### src/rtl/pad_mode_pkg.sv
package pad_mode_pkg;

    typedef enum logic [1:0] {
        MODE_DIGITAL = 2'd0,
        MODE_ANALOG  = 2'd1,
        MODE_CONFIG  = 2'd2
    } pad_mode_e;

    localparam logic [7:0] ID_DIGITAL = 8'h41;
    localparam logic [7:0] ID_ANALOG  = 8'h73;
    localparam logic [7:0] ID_CONFIG  = 8'hF3;
    localparam logic [7:0] HDR_NORMAL = 8'h5A;
    localparam logic [7:0] HDR_ALERT  = 8'h00;

    typedef struct packed {
        logic analog;    // analog state kept across config mode
        logic in_cfg;    // configuration mode active
        logic cfg_used;  // config entered since last power-up state
        logic hdr_alert; // header byte replaced
        logic rumble;    // rumble enabled
    } pad_state_t;

    localparam pad_state_t PAD_STATE_RESET = '{
        analog: 1'b0, in_cfg: 1'b0, cfg_used: 1'b0,
        hdr_alert: 1'b0, rumble: 1'b0
    };

    typedef struct packed {
        logic cfg_enter;
        logic cfg_exit;
        logic analog_set;
        logic analog_val;
        logic rumble_set;
        logic rumble_val;
    } pad_cmd_t;

    function automatic pad_mode_e mode_of(pad_state_t s);
        if (s.in_cfg)      return MODE_CONFIG;
        else if (s.analog) return MODE_ANALOG;
        else               return MODE_DIGITAL;
    endfunction

    function automatic logic [7:0] id_of(pad_mode_e m);
        case (m)
            MODE_CONFIG: return ID_CONFIG;
            MODE_ANALOG: return ID_ANALOG;
            default:     return ID_DIGITAL;
        endcase
    endfunction

endpackage

### src/rtl/pad_wdog.sv
module pad_wdog #(
    parameter int TIMEOUT_MS = 1000
) (
    input  logic clk,
    input  logic rst,
    input  logic arm,
    input  logic kick,
    input  logic tick,
    output logic armed,
    output logic fire
);
    localparam int CW = $clog2(TIMEOUT_MS + 1);
    localparam logic [CW-1:0] LAST = CW'(TIMEOUT_MS - 1);

    logic [CW-1:0] cnt;

    assign fire = armed && tick && !kick && !arm && (cnt == LAST);

    always_ff @(posedge clk) begin
        if (rst || fire) begin
            armed <= 1'b0;
            cnt   <= '0;
        end else begin
            if (arm)
                armed <= 1'b1;
            if (kick || arm)
                cnt <= '0;
            else if (armed && tick)
                cnt <= cnt + 1'b1;
        end
    end
endmodule

### src/rtl/pad_mode_core.sv
module pad_mode_core
    import pad_mode_pkg::*;
(
    input  logic       clk,
    input  logic       rst,
    input  logic       wd_fire,
    input  logic       btn,
    input  pad_cmd_t   cmd,
    output pad_state_t st
);
    pad_state_t nx;

    always_comb begin
        nx = st;
        if (btn) begin
            nx.analog = ~st.analog;
            nx.rumble = 1'b0;
            if (st.cfg_used)
                nx.hdr_alert = 1'b1;
        end else begin
            if (cmd.cfg_enter) begin
                nx.in_cfg    = 1'b1;
                nx.cfg_used  = 1'b1;
                nx.hdr_alert = 1'b0;
            end else if (cmd.cfg_exit && st.in_cfg) begin
                nx.in_cfg = 1'b0;
            end
            if (st.in_cfg && cmd.analog_set)
                nx.analog = cmd.analog_val;
            if (st.in_cfg && cmd.rumble_set)
                nx.rumble = cmd.rumble_val;
        end
    end

    always_ff @(posedge clk) begin
        if (rst || wd_fire)
            st <= PAD_STATE_RESET;
        else
            st <= nx;
    end
endmodule

### src/rtl/pad_resp_fmt.sv
module pad_resp_fmt
    import pad_mode_pkg::*;
(
    input  pad_state_t  st,
    output logic [1:0]  mode,
    output logic        led,
    output logic        analog_en,
    output logic        rumble_en,
    output logic [7:0]  id_byte,
    output logic [7:0]  hdr_byte
);
    pad_mode_e m;

    always_comb begin
        m         = mode_of(st);
        mode      = m;
        led       = st.analog;
        analog_en = st.analog;
        rumble_en = st.rumble;
        id_byte   = id_of(m);
        hdr_byte  = st.hdr_alert ? HDR_ALERT : HDR_NORMAL;
    end
endmodule

### src/rtl/pad_mode_ctrl.sv
module pad_mode_ctrl
    import pad_mode_pkg::*;
#(
    parameter int TIMEOUT_MS = 1000
) (
    input  logic       clk,
    input  logic       rst,
    input  logic       poll_strobe,
    input  logic       ms_tick,
    input  logic       analog_btn,
    input  logic       cmd_cfg_enter,
    input  logic       cmd_cfg_exit,
    input  logic       cmd_analog_set,
    input  logic       cmd_analog_val,
    input  logic       cmd_rumble_set,
    input  logic       cmd_rumble_val,
    output logic [1:0] mode,
    output logic       led,
    output logic       analog_en,
    output logic       rumble_en,
    output logic [7:0] id_byte,
    output logic [7:0] hdr_byte
);
    pad_cmd_t   cmd;
    pad_state_t st;
    logic       wd_fire;
    logic       wd_armed;
    logic       cfg_take;

    // a button press masks the commands of its cycle, including the arm
    assign cfg_take = cmd_cfg_enter && !analog_btn;

    always_comb begin
        cmd.cfg_enter  = cmd_cfg_enter;
        cmd.cfg_exit   = cmd_cfg_exit;
        cmd.analog_set = cmd_analog_set;
        cmd.analog_val = cmd_analog_val;
        cmd.rumble_set = cmd_rumble_set;
        cmd.rumble_val = cmd_rumble_val;
    end

    pad_wdog #(.TIMEOUT_MS(TIMEOUT_MS)) u_wdog (
        .clk   (clk),
        .rst   (rst),
        .arm   (cfg_take),
        .kick  (poll_strobe),
        .tick  (ms_tick),
        .armed (wd_armed),
        .fire  (wd_fire)
    );

    pad_mode_core u_core (
        .clk     (clk),
        .rst     (rst),
        .wd_fire (wd_fire),
        .btn     (analog_btn),
        .cmd     (cmd),
        .st      (st)
    );

    pad_resp_fmt u_fmt (
        .st        (st),
        .mode      (mode),
        .led       (led),
        .analog_en (analog_en),
        .rumble_en (rumble_en),
        .id_byte   (id_byte),
        .hdr_byte  (hdr_byte)
    );
endmodule

### config.mk
export PLATFORM = sky130hd
export DESIGN_NAME = pad_mode_ctrl
export DESIGN_NICKNAME = d
export VERILOG_FILES = /design/src/rtl/pad_mode_pkg.sv /design/src/rtl/pad_wdog.sv /design/src/rtl/pad_mode_core.sv /design/src/rtl/pad_resp_fmt.sv /design/src/rtl/pad_mode_ctrl.sv
export SDC_FILE = /design/constraint.sdc
export NUM_CORES = 1
export LEC_CHECK = 0
export BUFFER_PORTS_ARGS = -buffer_cell sky130_fd_sc_hd__buf_2
export CORE_MARGIN = 1.5
export CORE_UTILIZATION = 43
export CTS_BUF_LIST = sky130_fd_sc_hd__clkbuf_16
export DETAILED_ROUTE_END_ITERATION = 12
export GPL_TIMING_DRIVEN = 0
export PLACE_DENSITY_LB_ADDON = 0.12
export REMOVE_ABC_BUFFERS = 1
export SLEW_MARGIN = 10
export SYNTH_ARGS = -nofsm -noshare
export SYNTH_HDL_FRONTEND = slang
export SYNTH_SLANG_ARGS = --single-unit
export TNS_END_PERCENT = 50
### constraint.sdc
create_clock -name clk -period 1.45 [get_ports clk]
set_input_delay 0.0725 -clock clk [delete_from_list [all_inputs] [get_ports clk]]
set_output_delay 0.0725 -clock clk [all_outputs]
set_load 0.1 [all_outputs]
==> results.sh <==
export IMPL_setup_ws_ns=-0.00753
export IMPL_pwr_share_comb_pct=27.7
export IMPL_grt_pass1_vias=708
export IMPL_initial_core_util_pct=45.6
export IMPL_grt_pass1_wl_mm=3.04
export IMPL_post_route_period_util_pct=101
export IMPL_rsz0062_at_grt="true"
export IMPL_core_area_um2=1940
export IMPL_start_kind="flop"
export IMPL_cp_end_kind="flop"
export IMPL_min_path_type="input port to flop"
export IMPL_power_leakage_nw=0.426
export IMPL_syn_area_um2=885
export IMPL_detail_route_antenna_nets=0
export IMPL_critical_path_endpoint="u_wdog.cnt[8]"
export IMPL_ys_seq_elements=15
export IMPL_synth_top_area_share_pct=33.9
export IMPL_antenna_found_initial=0
export IMPL_postPlaceCellArea_um2=928
export IMPL_max_freq_mhz=686
export IMPL_globalplace_congestion=0.712
export IMPL_wl_per_cell_um=12.0
export IMPL_grt_max_degree=11
export IMPL_final_cells=146
export IMPL_num_vias=758
export IMPL_switching_share_pct=37.2
export IMPL_drt_vias_per_instance=5.19
export IMPL_skew_ns=0.00395
export IMPL_nets=132
export IMPL_finalPower_mw=1.32
export IMPL_io_pins=32
export IMPL_fin_util_pct=57.4
export IMPL_wl_mm=1.75
export IMPL_avgSynthCellArea_um2=9.12
export IMPL_cts_buffers=3
export IMPL_overflow=0
export IMPL_crit_type="flop to flop"
export IMPL_netlist_instances=97
export IMPL_worst_path_max_fanout=6
export IMPL_yosysUniqueCellTypes=31
export IMPL_ctsHoldBuffers=0
export IMPL_drive_above_1_share_pct=46.2
export IMPL_fin_crit_ns=1.46
export IMPL_io_buffers=23
export IMPL_cts_buffer_depth=2
export IMPL_die_w_um=48.4
export IMPL_dr_pass1_iters=4
export IMPL_drc=0
export IMPL_critPathLaunch="u_wdog.cnt[1]"
export IMPL_hold_violations=0
export IMPL_r2r_slack_ns=-0.008
export IMPL_clkSinkCount=15
export IMPL_rr_endpoint="u_wdog.cnt[8]"
export IMPL_path_clk_slew_ns=0.05
export IMPL_setup_viol=1
export IMPL_clk_latency_ns=0.24
export IMPL_drt_iter0_drc=7
export IMPL_max_vdd_ir_drop_v=0.000780
export IMPL_finalMaxSlewViolations=0
export IMPL_r2r_start="u_wdog.cnt[1]"
export IMPL_design_area_um2=1110
export IMPL_area_growth_pct=26.0
export IMPL_synth_top_cell_by_area="dfxtp_1"
export IMPL_dp_hpwl_mm=1.21
export IMPL_status="finished, violations left"
export IMPL_worstPathArrival_ns=1.61
export IMPL_track_usage_pct=16.7
export IMPL_crit_required_ns=1.60
export IMPL_yosys_warnings=0
export IMPL_power_frac_seq_pct=32.6
export IMPL_yosys_top_cells_area="dfxtp_1 (34%), buf_4 (14%), a211oi_1 (5.9%), a211oi_2 (4.2%), or3_1 (3.5%)"
export IMPL_ys_seq_area_share_pct=33.9
export IMPL_violations="negative setup slack"
export IMPL_diodes=0
export IMPL_powerDensity_nw_per_um2=1180
export IMPL_ff2ff_path_depth=4
export IMPL_power_frac_clock_pct=39.7
export IMPL_rows=16
export IMPL_die_y_um=48.4
export IMPL_p_switching_mw=0.490
export IMPL_cts_tree="built"
export IMPL_p_int_mw=0.828
export IMPL_maxCapViolCount=0
export IMPL_cts_root_buffer="clkbuf_16"
export IMPL_dp_cells=135
export IMPL_die_area_um2=2340
export IMPL_cts_max_level=1
export IMPL_totalNegativeSetupSlack_ns=-0.00753
layout make-up:
class,instances,area (um^2)
sequential,15,317
clock inverter,1,3.75
inverter,2,7.51
fill,205,827
timing repair buffer,30,175
clock buffer,3,75.1
multi-input combinational,68,503
tap,27,33.8
cell usage in the layout (no fill, tap or decap), types with 2 or more instances in the layout:
cell type	netlist	final
a21oi_1	3	3
dfxtp_2	0	7
o21ai_0	4	4
clkbuf_16	0	3
nor2b_1	2	2
inv_1	2	3
nor2_1	2	2
a211oi_2	3	6
nand4_1	2	2
dfxtp_1	15	6
xor2_1	2	2
nand2b_1	2	2
mux2i_1	2	2
nand2_1	5	5
o31ai_1	4	4
buf_6	0	2
or3_1	5	5
buf_4	16	5
nand3_1	2	2
or4_4	1	2
conb_1	2	8
buf_2	0	23
nor3_1	3	3
dfxtp_4	0	2
a211oi_1	7	4
logic make-up (layout without fill, tap and decap cells):
family | after synthesis | in the layout | share of synthesized area (%)
and+or+nand+nor | 31 | 31 | 23.9
AOI/OAI and AO/OA | 24 | 24 | 20.4
buffers and inverters | 20 | 36 | 15.3
DFF | 15 | 15 | 33.9
other | 2 | 8 | 0.849
xor gates and xnor gates | 2 | 2 | 1.98
muxes | 2 | 2 | 2.26
adders and majority gates | 1 | 1 | 1.41
repair_timing:
action	4_1_cts	5_1_grt
gates resized for setup	4	15
endpoints found under the setup margin	15	14
endpoints found under the hold margin	0	0
pin swaps	1	4
setup buffers	3	4
worst min-delay path by stage:
| stage | from | end | slack, ns | depth (start not counted) |
|---|---|---|---|---|
| floorplan | rst | u_core.st[1] | 0.15 | 1 |
| global placement | rst | u_core.st[3] | 0.31 | 2 |
| detailed placement | rst | u_core.st[1] | 0.32 | 2 |
| CTS | rst | u_wdog.armed | 0.07 | 2 |
| global route | analog_btn | u_core.st[0] | 0.09 | 2 |
| finish | rst | u_core.st[1] | 0.08 | 2 |
power by group through the flow:
stage / clock network, mW / logic, mW / registers [mW]
6_report: 0.524 / 0.365 / 0.430
3_5_place_dp: 0 / 0.360 / 0.441
4_1_cts: 0.542 / 0.360 / 0.433
2_1_floorplan: 0 / 0.251 / 0.501
3_3_place_gp: 0 / 0.359 / 0.440
5_1_grt: 0.565 / 0.376 / 0.431
metal layers:
metal / vias up / GRT usage [%] / share of wire (%)
met5: - / 0 / 0
met1: 349 / 20.1 / 43
met3: 7 / 3.09 / 4.2
met2: 21 / 25.9 / 49
li1: 381 / - / -
met4: 0 / 13.8 / 4.3
flip-flops by register name, indices dropped and copies added (netlist names):
name          flops
u_wdog.cnt       10
u_core.st         4
u_wdog.armed      1
synthesized netlist by cell type:
cell type,count
nand3_1,2
nand2b_1,2
or2_2,1
buf_4,16
nand4_1,2
nand3_2,1
or4_4,1
o21ai_0,4
mux2i_1,2
a2bb2oi_1,1
or3_1,5
a2111oi_0,1
nand4_4,1
dfxtp_1,15
ha_1,1
nor4_4,1
nor2b_1,2
a211oi_2,3
a21oi_1,3
a211oi_1,7
clkbuf_1,2
nor3_1,3
nor2_1,2
and3_1,1
a21boi_0,1
nand2_1,5
conb_1,2
xor2_1,2
o31ai_1,4
or4_1,2
inv_1,2
worst max-delay path, stage by stage (launching register included):
cell and delay [ns]:
dfxtp_4 0.37, ha_4 0.14, nand4_4 0.13, or4_4 0.54, a211oi_2 0.19
metrics by stage:
| stage | setup slack, ns | hold slack [ns] |
|---|---|---|
| 2_1_floorplan | -1.70 | 0.145 |
| 3_3_place_gp | -0.486 | 0.313 |
| 3_5_place_dp | -0.499 | 0.324 |
| 4_1_cts | -0.118 | 0.0655 |
| 5_1_grt | -0.0478 | 0.0858 |
| 6_report | -0.00753 | 0.0817 |
Power figures use the tool's default switching activity.
